## src/rtl/dma_chain_pkg.sv

```systemverilog
`timescale 1ns/1ps
// Shared types and encodings for the linked-descriptor DMA channel.
// Assumes 32-bit bus words; descriptor layout is fixed at four words.
package dma_chain_pkg;

    localparam int WORD_W = 32;

    // Sequencer states
    typedef enum logic [2:0] {
        SQ_IDLE,
        SQ_FETCH,
        SQ_DECODE,
        SQ_READ,
        SQ_WRITE,
        SQ_LINK
    } seq_state_e;

    // Activity codes shown on act_state
    localparam logic [1:0] ACT_IDLE  = 2'd0;
    localparam logic [1:0] ACT_FETCH = 2'd1;
    localparam logic [1:0] ACT_WAIT  = 2'd2;
    localparam logic [1:0] ACT_MOVE  = 2'd3;

    // Width codes inside the size word
    localparam logic [1:0] WC_BYTE = 2'd3;
    localparam logic [1:0] WC_HALF = 2'd2;
    localparam logic [1:0] WC_WORD = 2'd0;

    // Width codes on the bus port
    localparam logic [1:0] BW_1 = 2'd0;
    localparam logic [1:0] BW_2 = 2'd1;
    localparam logic [1:0] BW_4 = 2'd2;

endpackage

```

## src/rtl/dma_desc_check.sv

```systemverilog
`timescale 1ns/1ps
// Decodes the width code of a size word and validates the byte count
// against the limit for that width. Purely combinational.
// Assumes the count occupies the CNT_W bits below the width code.
module dma_desc_check
    import dma_chain_pkg::*;
#(
    parameter int               CNT_W      = 12,
    parameter logic [CNT_W-1:0] NARROW_MAX = CNT_W'(12'h3FF),
    parameter logic [CNT_W-1:0] WIDE_MAX   = CNT_W'(12'h7FF)
) (
    input  logic [CNT_W-1:0] count,
    input  logic [1:0]       wcode,
    output logic             ok,
    output logic [2:0]       step,
    output logic [1:0]       bus_w
);

    logic [CNT_W-1:0] limit;
    logic             code_ok;

    // Map the width code to beat size, bus code and count limit
    always_comb begin
        code_ok = 1'b1;
        unique case (wcode)
            WC_BYTE: begin step = 3'd1; bus_w = BW_1; limit = NARROW_MAX; end
            WC_HALF: begin step = 3'd2; bus_w = BW_2; limit = NARROW_MAX; end
            WC_WORD: begin step = 3'd4; bus_w = BW_4; limit = WIDE_MAX;   end
            default: begin step = 3'd4; bus_w = BW_4; limit = '0; code_ok = 1'b0; end
        endcase
        ok = code_ok && (count <= limit);
    end

endmodule

```

## src/rtl/dma_beat_step.sv

```systemverilog
`timescale 1ns/1ps
// Computes the memory address and remaining byte count after one beat,
// and flags the final beat of a descriptor. Purely combinational.
// Assumes remain is non-zero whenever the result is used.
module dma_beat_step
    import dma_chain_pkg::*;
#(
    parameter int CNT_W = 12
) (
    input  logic [WORD_W-1:0] cur_mem,
    input  logic [CNT_W-1:0]  remain,
    input  logic [2:0]        step,
    output logic [WORD_W-1:0] mem_nxt,
    output logic [CNT_W-1:0]  remain_nxt,
    output logic              last
);

    logic [CNT_W-1:0] step_c;

    // Advance the address and shrink the count by one element
    always_comb begin
        step_c     = CNT_W'(step);
        mem_nxt    = cur_mem + WORD_W'(step);
        last       = (remain <= step_c);
        remain_nxt = last ? '0 : (remain - step_c);
    end

endmodule

```

## src/rtl/dma_bus_port.sv

```systemverilog
`timescale 1ns/1ps
// Drives the master port from the sequencer state: descriptor words,
// source reads and destination writes. Purely combinational.
// Assumes the caller holds all inputs steady until mem_ack.
module dma_bus_port
    import dma_chain_pkg::*;
(
    input  seq_state_e        state,
    input  logic [WORD_W-1:0] fetch_addr,
    input  logic [WORD_W-1:0] dev_addr,
    input  logic [WORD_W-1:0] cur_mem,
    input  logic              to_dev,
    input  logic [1:0]        bus_w,
    input  logic [WORD_W-1:0] hold,
    output logic              req,
    output logic              we,
    output logic [WORD_W-1:0] addr,
    output logic [1:0]        width,
    output logic [WORD_W-1:0] wdata
);

    // Select the access for the current phase
    always_comb begin
        req   = 1'b0;
        we    = 1'b0;
        addr  = '0;
        width = BW_4;
        wdata = hold;
        unique case (state)
            SQ_FETCH: begin
                req  = 1'b1;
                addr = fetch_addr;
            end
            SQ_READ: begin
                req   = 1'b1;
                addr  = to_dev ? cur_mem : dev_addr;
                width = bus_w;
            end
            SQ_WRITE: begin
                req   = 1'b1;
                we    = 1'b1;
                addr  = to_dev ? dev_addr : cur_mem;
                width = bus_w;
            end
            default: ;
        endcase
    end

endmodule

```

## src/rtl/dma_chain_engine.sv

```systemverilog
`timescale 1ns/1ps
// One DMA channel: single-shot transfers from configuration inputs, or
// scatter-gather over a linked list of four-word descriptors in memory.
// Assumes read data arrives together with mem_ack and that the bus
// acknowledges only a raised request.
module dma_chain_engine
    import dma_chain_pkg::*;
#(
    parameter int               CNT_W      = 12,
    parameter logic [CNT_W-1:0] NARROW_MAX = CNT_W'(12'h3FF),
    parameter logic [CNT_W-1:0] WIDE_MAX   = CNT_W'(12'h7FF)
) (
    input  logic               clk,
    input  logic               rst_n,
    input  logic               start,
    input  logic               mode_sg,
    input  logic               dir_to_dev,
    input  logic [31:0]        cfg_dev_addr,
    input  logic [31:0]        cfg_mem_addr,
    input  logic [CNT_W+1:0]   cfg_size,
    input  logic [31:0]        cfg_link,
    output logic               mem_req,
    output logic               mem_we,
    output logic [31:0]        mem_addr,
    output logic [1:0]         mem_width,
    output logic [31:0]        mem_wdata,
    input  logic [31:0]        mem_rdata,
    input  logic               mem_ack,
    output logic [1:0]         act_state,
    output logic               irq_pulse,
    output logic               err_pulse
);

    localparam int SIZE_W = CNT_W + 2;

    seq_state_e          state_q;
    logic [WORD_W-1:0]   dev_q;
    logic [WORD_W-1:0]   mem_q;
    logic [SIZE_W-1:0]   size_q;
    logic [WORD_W-1:2]   link_ptr_q;
    logic [1:0]          link_code_q;
    logic [WORD_W-1:2]   desc_ptr_q;
    logic [1:0]          widx_q;
    logic [CNT_W-1:0]    remain_q;
    logic [WORD_W-1:0]   hold_q;
    logic                to_dev_q;
    logic                sg_q;

    logic                size_ok;
    logic [2:0]          step;
    logic [1:0]          bus_w;
    logic [WORD_W-1:0]   mem_nxt;
    logic [CNT_W-1:0]    remain_nxt;
    logic                last_beat;
    logic [WORD_W-1:0]   fetch_addr;
    logic [CNT_W-1:0]    size_cnt;
    logic                take;

    assign size_cnt   = size_q[CNT_W-1:0];
    assign fetch_addr = {desc_ptr_q, 2'b00} + {28'd0, widx_q, 2'b00};
    assign take       = mem_req && mem_ack;

    dma_desc_check #(
        .CNT_W      (CNT_W),
        .NARROW_MAX (NARROW_MAX),
        .WIDE_MAX   (WIDE_MAX)
    ) u_check (
        .count (size_cnt),
        .wcode (size_q[CNT_W+1:CNT_W]),
        .ok    (size_ok),
        .step  (step),
        .bus_w (bus_w)
    );

    dma_beat_step #(
        .CNT_W (CNT_W)
    ) u_step (
        .cur_mem    (mem_q),
        .remain     (remain_q),
        .step       (step),
        .mem_nxt    (mem_nxt),
        .remain_nxt (remain_nxt),
        .last       (last_beat)
    );

    dma_bus_port u_port (
        .state      (state_q),
        .fetch_addr (fetch_addr),
        .dev_addr   (dev_q),
        .cur_mem    (mem_q),
        .to_dev     (to_dev_q),
        .bus_w      (bus_w),
        .hold       (hold_q),
        .req        (mem_req),
        .we         (mem_we),
        .addr       (mem_addr),
        .width      (mem_width),
        .wdata      (mem_wdata)
    );

    // Sequencer: launch, descriptor fetch, decode, beats and link walk
    always_ff @(posedge clk) begin
        if (!rst_n) begin
            state_q     <= SQ_IDLE;
            dev_q       <= '0;
            mem_q       <= '0;
            size_q      <= '0;
            link_ptr_q  <= '0;
            link_code_q <= '0;
            desc_ptr_q  <= '0;
            widx_q      <= '0;
            remain_q    <= '0;
            hold_q      <= '0;
            to_dev_q    <= 1'b0;
            sg_q        <= 1'b0;
        end else begin
            unique case (state_q)
                SQ_IDLE: begin
                    if (start) begin
                        to_dev_q <= dir_to_dev;
                        sg_q     <= mode_sg;
                        if (mode_sg) begin
                            desc_ptr_q <= cfg_link[31:2];
                            widx_q     <= '0;
                            state_q    <= SQ_FETCH;
                        end else begin
                            dev_q       <= cfg_dev_addr;
                            mem_q       <= cfg_mem_addr;
                            size_q      <= cfg_size;
                            link_ptr_q  <= cfg_link[31:2];
                            link_code_q <= cfg_link[1:0];
                            state_q     <= SQ_DECODE;
                        end
                    end
                end
                SQ_FETCH: begin
                    if (take) begin
                        unique case (widx_q)
                            2'd0: dev_q  <= mem_rdata;
                            2'd1: mem_q  <= mem_rdata;
                            2'd2: size_q <= mem_rdata[SIZE_W-1:0];
                            default: begin
                                link_ptr_q  <= mem_rdata[31:2];
                                link_code_q <= mem_rdata[1:0];
                            end
                        endcase
                        widx_q <= widx_q + 2'd1;
                        if (widx_q == 2'd3) state_q <= SQ_DECODE;
                    end
                end
                SQ_DECODE: begin
                    if (!size_ok)             state_q <= SQ_IDLE;
                    else if (size_cnt == '0)  state_q <= SQ_LINK;
                    else begin
                        remain_q <= size_cnt;
                        state_q  <= SQ_READ;
                    end
                end
                SQ_READ: begin
                    if (take) begin
                        hold_q  <= mem_rdata;
                        state_q <= SQ_WRITE;
                    end
                end
                SQ_WRITE: begin
                    if (take) begin
                        mem_q    <= mem_nxt;
                        remain_q <= remain_nxt;
                        state_q  <= last_beat ? SQ_LINK : SQ_READ;
                    end
                end
                SQ_LINK: begin
                    if (sg_q && link_code_q[1]) begin
                        desc_ptr_q <= link_ptr_q;
                        widx_q     <= '0;
                        state_q    <= SQ_FETCH;
                    end else begin
                        state_q <= SQ_IDLE;
                    end
                end
                default: state_q <= SQ_IDLE;
            endcase
        end
    end

    // Activity code and one-cycle pulses from the current state
    always_comb begin
        unique case (state_q)
            SQ_FETCH:                   act_state = ACT_FETCH;
            SQ_DECODE, SQ_LINK:         act_state = ACT_WAIT;
            SQ_READ, SQ_WRITE:          act_state = ACT_MOVE;
            default:                    act_state = ACT_IDLE;
        endcase
        err_pulse = (state_q == SQ_DECODE) && !size_ok;
        irq_pulse = err_pulse || ((state_q == SQ_LINK) && link_code_q[0]);
    end

endmodule

```

## config.mk

```make
export PLATFORM = sky130hd
export DESIGN_NAME = dma_chain_engine
export DESIGN_NICKNAME = d
export VERILOG_FILES = /design/src/rtl/dma_chain_pkg.sv /design/src/rtl/dma_desc_check.sv /design/src/rtl/dma_beat_step.sv /design/src/rtl/dma_bus_port.sv /design/src/rtl/dma_chain_engine.sv
export SDC_FILE = /design/constraint.sdc
export NUM_CORES = 1
export LEC_CHECK = 0
export ABC_AREA = 1
export ABC_CLOCK_PERIOD_IN_PS = 6400
export BUFFER_PORTS_ARGS = -buffer_cell sky130_fd_sc_hd__buf_2
export CAP_MARGIN = 20
export CORE_UTILIZATION = 60
export DETAILED_ROUTE_END_ITERATION = 16
export PLACE_DENSITY = 0.86
export SLEW_MARGIN = 15
export SYNTH_ARGS = -nofsm -noshare
export SYNTH_HDL_FRONTEND = slang
export SYNTH_SLANG_ARGS = --single-unit
```

## constraint.sdc

```tcl
create_clock -name clk -period 6.4 [get_ports clk]
set_input_delay 1.28 -clock clk [delete_from_list [all_inputs] [get_ports clk]]
set_output_delay 1.28 -clock clk [all_outputs]
set_load 0.01 [all_outputs]
```

# Word-level counts from Yosys, hierarchy flattened
# Index checks and enable logic that the tools add are counted.
# word_totals
reg_bits	191
input_bits	148
output_inout_bits	72
elab_cells	136
# op_classes
add_sub_neg	4
n_lt_le_gt_ge	2
eq_ne	24
muxes	62
n_reduce_logical	32
# ops
cell	count
32-bit 2-to-1 mux	11
30-bit 2-to-1 mux	7
32-bit case mux with 3 select lines	2
30-bit case mux with 2 select lines	2
32-bit case mux with 2 select lines	1
14-bit 2-to-1 mux	4
12-bit 2-to-1 mux	4
32-bit by 3-bit adder with 32-bit output	1
32-bit by 4-bit adder with 32-bit output	1
2-bit != test, second input constant	14
14-bit case mux with 2 select lines	1
5-bit AND reduction	5
3-bit 2-to-1 mux	8
12-bit case mux with 2 select lines	1
11-bit case mux with 2 select lines	1
2-bit 2-to-1 mux	10
3-bit case mux with 6 select lines	1
12-bit by 11-bit <= comparator with 1-bit output	1
12-bit by 3-bit <= comparator with 1-bit output	1
12-bit zero test	1
2-bit case mux with 3 select lines	2
12-bit by 3-bit subtractor with 12-bit output	1
3-bit OR reduction	3
2-bit equality test, second input constant	4
19 further kinds	37

# Depth between registers and ports, before layout
# Gate-level depths: netlist (run 1).
# logic_depth
word_depth	8
mapped_depth	18
depth_no_buf	17

# By module
# A second synthesis (run 1) with hierarchy kept.
# unflattened
hier_cells	2361
hier_area_um2	13817.0
# modules_own_cells
module	instances	cells_per_inst	area_each_um2	seq_area_each_um2
dma_chain_engine	1	1604	10164.7	3823.7
dma_bus_port	1	408	1891.8	0.0
dma_beat_step	1	291	1418.9	0.0
dma_desc_check	1	58	341.6	0.0

# Worst setup path after synthesis (run 1)
# Ideal clock, no wire load.
# synth_path
kind	register -> output
start	reg widx_q[0]
end	out mem_addr[16]
arrival_time_ns	1.946
required_time_ns	5.120
slack_ns	3.174
path_stages_with_launch	9
path_buffers	0
cell_sequence	dfxtp_1 ha_1 fa_1 nand3_2 nor3_2 nand2_1 nor2_1 a21oi_1 o311ai_0
# synth_between
elab_chain_cells	2
# synth_rtl
element	line_no	source
from (decl)	dma_chain_engine.sv:43	logic [1:0] widx_q;
from (signal assigned)	dma_chain_engine.sv:147	widx_q <= widx_q + 2'd1;
32-bit by 4-bit adder with 32-bit output	dma_chain_engine.sv:60	assign fetch_addr = {desc_ptr_q, 2'b00} + {28'd0, widx_q, 2'b00};
32-bit case mux with 3 select lines	dma_bus_port.sv:29	unique case (state)
to (decl)	dma_chain_engine.sv:24	output logic [31:0] mem_addr,
# No other way between the ends.

# Final worst setup path (run 1)
# layout_path
start	reg state_q[2]
end	out mem_addr[11]
# layout_between
elab_chain_cells	2
word_cells_on_any_way	4
cone_classes	eq/ne (3); mux (1)
# layout_rtl
element	line_no	source
from (decl)	dma_chain_engine.sv:36	seq_state_e state_q;
from (signal assigned)	dma_chain_engine.sv:169	state_q <= last_beat ? SQ_LINK : SQ_READ;
3-bit equality test, or another cell as far along	dma_bus_port.sv:29	
32-bit case mux with 3 select lines *	dma_bus_port.sv:29	
# Every way passes the cells marked *; elsewhere a longest branch is shown, timed or not.

==> results.cfg, run 1 <==
[worst_setup_path]
slowest_stage = dfxtp_1
required_ns = 5.12
path_cells = nand2_2 > inv_2 > buf_4 > nand2_1 > o211ai_1 > buf_2
start_kind = flop
rrSetupSlack_ns = 2.26
cp-end-kind = output pin
path_max_fanout = 49
crit_family = buffers and inverters
r2r-end = mem_q[26]$_SDFFE_PN0P_
r2r_start = state_q[2]$_SDFFE_PN0P_
max_stage_delay_ns = 1.00
reg2reg_depth = 9
path_buf_inv = 3
worstPathArrival_ns = 3.59
critPathKind = reg -> out

[grt]
grt.total_usage_pct = 45.3
grt_overflow = 0
grt_pass1_wl_mm = 68.9
grt_max_degree = 74
first_global_vias = 12300
antenna_found_initial = 2

[min_path]
hp-class = reg -> reg
hp-start = link_ptr_q[31]$_SDFFE_PN0P_
hold_end = link_ptr_q[31]$_SDFFE_PN0P_
hold_depth = 2

[pwr]
p_total_mw = 6.19
ir_drop_uv = 347
swShare_pct = 50.3
power_density_nw_per_um2 = 460
clockPowerShare_pct = 19.1
p_int_mw = 3.08
p_seq_share_pct = 32.9
pwr-share-comb_pct = 48.0
p_sw_mw = 3.11
p_leak_nw = 5.88

[cells_and_area]
area_growth_pct = 14.3
final_core_util_pct = 71.0
fin_cells = 2238
fin_nets = 2136
fillers = 1672
drive_gt1_share_pct = 16.1

[drt]
drt-initial-drc-count = 1997
wirelength_mm = 45.8
wl_met1_mm = 17.8
top_layer = met5
wl_met2_mm = 19.2
routedWlPerCell_um = 20.5
route.met3.wl_mm = 5.71
drtAntennaViolNets = 0
drc = 0
drtPass1Iterations = 7
viasPerCell = 6.21
vias = 13900

[floorplanning]
coreArea_um2 = 19000
num_rows = 50
start_util_pct = 62.1
die_h_um = 142
die_area_um2 = 20200
io_pins = 220
die_w_um = 142

[clocking]
cts_hold_buf = 0
cts_setup_buffers = 0
cts.sinks = 191
cts_tree = done
htreeDepth = 4
clockRootBuffer = clkbuf_16
ctsResizeCount = 0
clk_pin_slew_ns = 0.08
insertion_delay_ns = 0.45
cts_buffers = 17
ctsLongestPathBuffers = 2

[sta]
period_needed_ns = 4.87
slew_viol_final = 0
hold_viol = 0
setup_viol = 0
worst_slew_pin_slew_ns = 1.03
fin_ws_ns = 1.53
tns_ns = 0
rsz0062_at_grt = false
post-route-period-util_pct = 76.0
max_slew_margin_pct = 31.3
finClkSkew_ns = 0.0137
fmax_ghz = 0.206

[yosys]
synth_seq_cells = 191
synth_fp_nets = 1997
netlist_instances = 1825
synth-seq-area-share_pct = 32.5
synthDistinctLibCells = 47
syn_avg_cell_area_um2 = 6.45
syn_area_um2 = 11800
yosysWarnings = 0

[place]
dp.cells = 2205
gp_congestion = 0.986
post-dp-hpwl_mm = 33.4
post-place-ws_ns = 2.22
io_buffers = 219

[flow_run]
maxCapViolCount = 0

[run_status]
status = completed
==> per-stage QoR <==
step | cell area, um^2 | hold slack (ns)
after global placement | 12800 | 0.433
final | 13500 | 0.451
after floorplan | 11800 | 0.424
after detailed placement | 12800 | 0.436
after global routing | 13500 | 0.470
after CTS | 13500 | 0.449
==> kinds of logic (layout without fill, tap and decap cells) <==
family | count (synthesis) | after routing | synth area share, %
xor+xnor | 9 | 9 | 0.669
other cells | 0 | 1 | 0
simple gates | 843 | 843 | 31.0
fa+ha+maj | 24 | 24 | 2.74
flops | 191 | 191 | 32.5
compound gates | 487 | 487 | 23.7
buf+inv | 271 | 423 | 9.36
==> worst register-to-register path, stage by stage, from the launching register on <==
cell	delay (ns)
dfxtp_1	1.00
nor2_2	0.17
nand2_4	0.53
buf_4	0.60
o21ai_1	0.14
nor3_2	0.13
nand2_1	0.30
inv_2	0.77
o21ai_0	0.19
a41oi_1	0.22
==> worst max-delay path by stage <==
| stage | cells past startpoint | slack, ns | end | startpoint |
|---|---|---|---|---|
| after floorplan | 8 | 3.17 | mem_addr[16] | widx_q[0]$_SDFFE_PN0P_ |
| after global placement | 6 | 2.29 | mem_addr[17] | state_q[2]$_SDFFE_PN0P_ |
| after detailed placement | 6 | 2.22 | mem_addr[17] | state_q[2]$_SDFFE_PN0P_ |
| after CTS | 6 | 1.74 | mem_addr[17] | state_q[2]$_SDFFE_PN0P_ |
| after global routing | 6 | 1.43 | mem_addr[11] | state_q[2]$_SDFFE_PN0P_ |
| final | 6 | 1.53 | mem_addr[11] | state_q[2]$_SDFFE_PN0P_ |
==> cell type report <==
class | instances | area (um^2) | area share [%]
multi-input cells | 1363 | 6870 | 51.0
flip-flops and latches | 191 | 3820 | 28.4
repair buffers | 230 | 1180 | 8.78
inverters | 161 | 604 | 4.49
clock buffers | 17 | 425 | 3.16
well taps | 260 | 325 | 2.42
clock inverters | 15 | 228 | 1.69
diodes | 1 | 2.50 | 0.0186
==> per-layer routing <==
metal / up-vias / track usage [%]
met4: 2 / 28.1
li1: 6482 / -
met5: - / 0
met2: 926 / 67.1
met1: 6336 / 57.9
met3: 160 / 13.0
==> cells in the final DEF (no fill, tap or decap), types with 4 or more instances in the layout <==
cell type and instances:
nand2_1 501, buf_2 218, dfxtp_1 190, o21ai_0 163
nand3_1 151, inv_1 148, a21oi_1 105, nor2_1 93
a31oi_1 66, o21ai_1 64, a211oi_1 34, nor3_1 26
nand4_1 23, ha_1 21, a41oi_1 19, clkbuf_16 17
inv_2 13, buf_4 12, o211ai_1 10, nor2_2 9
or2_2 9, xor2_1 8, nor4_1 7, a221oi_1 6
inv_12 6, nand2_2 5, nand2_4 5, o22ai_1 5
clkinv_8 5, nor2_4 4, nor3_2 4
==> synthesized netlist by cell type (all sizes together) <==
master,number,area [um^2]
nand4,23,144
o21bai,2,15.0
inv,161,604
o31ai,2,15.0
o22ai,5,31.3
xnor2,1,8.76
fa,3,60.1
a22oi,3,22.5
o221ai,1,8.76
a41oi,19,166
ha,21,263
xor2,8,70.1
a21oi,105,526
nor2,108,480
a22o,2,17.5
a31oi,66,413
buf,48,265
o21ai,227,1140
nand2,511,1970
a21boi,1,18.8
dfxtp,191,3820
clkbuf,62,233
o311ai,2,17.5
nand3b,1,7.51
a221oi,6,52.6
a211oi,34,255
a221o,1,10.0
nor3,30,170
o211ai,11,87.6
nor4,8,56.3
or2,10,62.6
nand3,152,766
==> power by group through the flow <==
stage	clock network, mW	registers, mW	logic, mW
global placement	0	2.02	2.78
floorplan	0	1.90	2.20
detailed placement	0	2.03	2.85
finish	1.19	2.04	2.97
CTS	1.18	2.01	2.87
global route	1.22	2.07	3.27
==> flip-flops by register name (all words and copies together) (netlist names) <==
register / flops
dev_q: 32
hold_q: 32
mem_q: 32
desc_ptr_q: 30
link_ptr_q: 30
size_q: 14
remain_q: 12
state_q: 3
link_code_q: 2
widx_q: 2
sg_q: 1
to_dev_q: 1
(Power assumes the default switching activity.)
==> run 2, diff against run 1 <==
--- a/config.mk
+++ b/config.mk
@@ -5,13 +5,13 @@
 export SDC_FILE = /design/constraint.sdc
 export NUM_CORES = 1
 export LEC_CHECK = 0
-export ABC_AREA = 1
-export ABC_CLOCK_PERIOD_IN_PS = 6400
+export ABC_AREA = 0
+export ABC_CLOCK_PERIOD_IN_PS = 4900
 export BUFFER_PORTS_ARGS = -buffer_cell sky130_fd_sc_hd__buf_2
 export CAP_MARGIN = 20
-export CORE_UTILIZATION = 60
+export CORE_UTILIZATION = 56
 export DETAILED_ROUTE_END_ITERATION = 16
-export PLACE_DENSITY = 0.86
+export PLACE_DENSITY = 0.82
 export SLEW_MARGIN = 15
 export SYNTH_ARGS = -nofsm -noshare
 export SYNTH_HDL_FRONTEND = slang
==> constraint.sdc (replaced) <==
create_clock -name clk -period 4.9 [get_ports clk]
set_input_delay 0.98 -clock clk [delete_from_list [all_inputs] [get_ports clk]]
set_output_delay 0.98 -clock clk [all_outputs]
set_load 0.01 [all_outputs]
==> results.cfg, run 2 <==
[cells_and_area]
fillers = 1687
fin_nets = 1744
area_growth_pct = 15.6
reg_top3 = dev_q (32), hold_q (32), mem_q (32)
final_common_cell = nand2_1
final_core_util_pct = 66.6
drive_gt1_share_pct = 19.1
layout_common_cells = nand2_1 (255), buf_2 (218), dfxtp_1 (190)
final_area_um2 = 13100

[pwr]
p_total_mw = 4.80
ir_drop_uv = 270
p_leak_nw = 6.31
power_density_nw_per_um2 = 368

[flow_run]
maxCapViolCount = 0

[floorplanning]
start_util_pct = 57.6
io_pins = 220
die_h_um = 144
die_w_um = 144
die_area_um2 = 20700
coreArea_um2 = 19600
num_rows = 51

[clocking]
insertion_delay_ns = 0.46
ctsLongestPathBuffers = 2
clockRootBuffer = clkbuf_16
cts_setup_buffers = 0
htreeDepth = 4
cts.sinks = 191
cts_hold_buf = 0
cts_tree = done
clk_pin_slew_ns = 0.08
ctsResizeCount = 0
cts_buffers = 17

[place]
io_buffers = 219
postPlaceCellArea_um2 = 12400
post-dp-hpwl_mm = 26.9
post-place-ws_ns = 1.46
gp_congestion = 0.935

[sta]
worst_slew_pin_slew_ns = 1.01
hold_viol = 0
setup_viol = 0
period_needed_ns = 3.95
finClkSkew_ns = 0.0118
fmax_ghz = 0.253
slew_viol_final = 0
post-route-period-util_pct = 80.6
tns_ns = 0
max_slew_margin_pct = 32.4
fin_ws_ns = 0.949
rsz0062_at_grt = false

[yosys]
synth-seq-area-share_pct = 33.9
synthDistinctLibCells = 74
syn_area_um2 = 11300
yosysWarnings = 0
netlist_instances = 1440
synth_common_cells = nand2_1 (256), dfxtp_1 (191), a21oi_1 (116)
syn_avg_cell_area_um2 = 7.84
yosysMostFrequentCell = nand2_1
synth_top_area_share_pct = 33.9
synthFlopType = dfxtp_1
synth_seq_cells = 191
synth_area_leaders = dfxtp_1 (34%), o211a_1 (10%), nand2_1 (8.5%)
async_flop_share_pct = 0
synth_fp_nets = 1612
synth_top_cell_by_area = dfxtp_1
synth_edf_count = 0

[worst_setup_path]
worstPathArrival_ns = 2.97
critPathKind = reg -> out
required_ns = 3.92
cp-end-kind = output pin
path_max_fanout = 14
reg2reg_depth = 6
start_kind = flop

[min_path]
hold_depth = 2
hp-class = reg -> reg

[grt]
grt.total_usage_pct = 36.8
antenna_found_initial = 1
first_global_vias = 10600
grt_max_degree = 95
grt_pass1_wl_mm = 57.6
grt_overflow = 0

[drt]
drtPass1Iterations = 8
drtAntennaViolNets = 0
drt-initial-drc-count = 1430
wirelength_mm = 38.6
routedWlPerCell_um = 20.8
viasPerCell = 6.60
drc = 0
vias = 12200

[run_status]
status = completed
run 2: cell types whose count changed in the layout (fill, tap and decap cells not counted), sizes merged, moves of 41 or more:
cell | before | now
a221oi | 6 | 66
o211a | 0 | 113
a31oi | 66 | 11
inv | 171 | 31
and3 | 0 | 41
nand3 | 152 | 92
nor2 | 108 | 50
o21ai | 227 | 75
nand2 | 511 | 256
run 2: worst paths after layout:
check | endpoint | slack [ns] | startpoint
worst max-delay path | irq_pulse | 0.95 | size_q[13]$_SDFFE_PN0P_
worst min-delay path | hold_q[6]$_SDFFE_PN0P_ | 0.46 | hold_q[6]$_SDFFE_PN0P_
worst max register to register | mem_q[19]$_SDFFE_PN0P_ | 1.80 | state_q[0]$_SDFFE_PN0P_
worst min register to register | hold_q[6]$_SDFFE_PN0P_ | 0.46 | hold_q[6]$_SDFFE_PN0P_
run 2: layer usage:
layer  global-route usage [%]  part of all wire [%]  up-vias
li1                         -                     -     5584
met1                     52.3                    42     5798
met2                     52.7                    43      741
met3                     7.32                    12       97
met4                     17.8                   4.2        0
met5                        0                     0        -
run 2: where the power goes:
| group | total, mW | internal [mW] | leakage, nW | switching [mW] |
|---|---|---|---|---|
| Combinational | 1.38 | 0.529 | 4.46 | 0.850 |
| Sequential | 1.97 | 1.75 | 1.56 | 0.226 |
| Clock | 1.45 | 0.744 | 0.291 | 0.708 |
| Total | 4.80 | 3.02 | 6.31 | 1.78 |
run 2: final cells by class:
| type | instances | area, um^2 | share of cell area (%) |
|---|---|---|---|
| Multi-Input combinational cell | 1098 | 6910 | 52.9 |
| Sequential cell | 191 | 3820 | 29.3 |
| Timing Repair Buffer | 240 | 1280 | 9.84 |
| Clock buffer | 18 | 439 | 3.36 |
| Tap cell | 265 | 332 | 2.54 |
| Clock inverter | 14 | 166 | 1.28 |
| Inverter | 24 | 92.6 | 0.709 |
| Antenna cell | 1 | 2.50 | 0.0192 |
run 2: worst max-delay path: stages, from the launching register on:
cell and delay (ns):
dfxtp_1 0.48, nand2b_4 0.22, inv_4 0.09, ha_1 0.30
a21o_1 0.18, a211o_1 0.33, a2111oi_2 0.40, nor2_1 0.14
a31o_2 0.24, buf_2 0.14
run 2: logic make-up (layout without fill, tap and decap cells):
family	Yosys count	after routing	synth area share [%]
AND/OR/NAND/NOR	527	527	21.9
AO/OA/AOI/OAI	510	510	33.2
flip-flops	191	191	33.9
buffers and inverters	151	296	5.28
XOR/XNOR	34	34	2.64
adder cells (fa/ha/maj)	24	24	2.86
multiplexers	3	3	0.277
other	0	1	0
run 2: per-stage QoR:
step	hold WS, ns	cells
6_report	0.465	1851
5_1_grt	0.499	1851
4_1_cts	0.468	1847
3_5_place_dp	0.458	1815
3_3_place_gp	0.450	1815
2_1_floorplan	0.441	1440
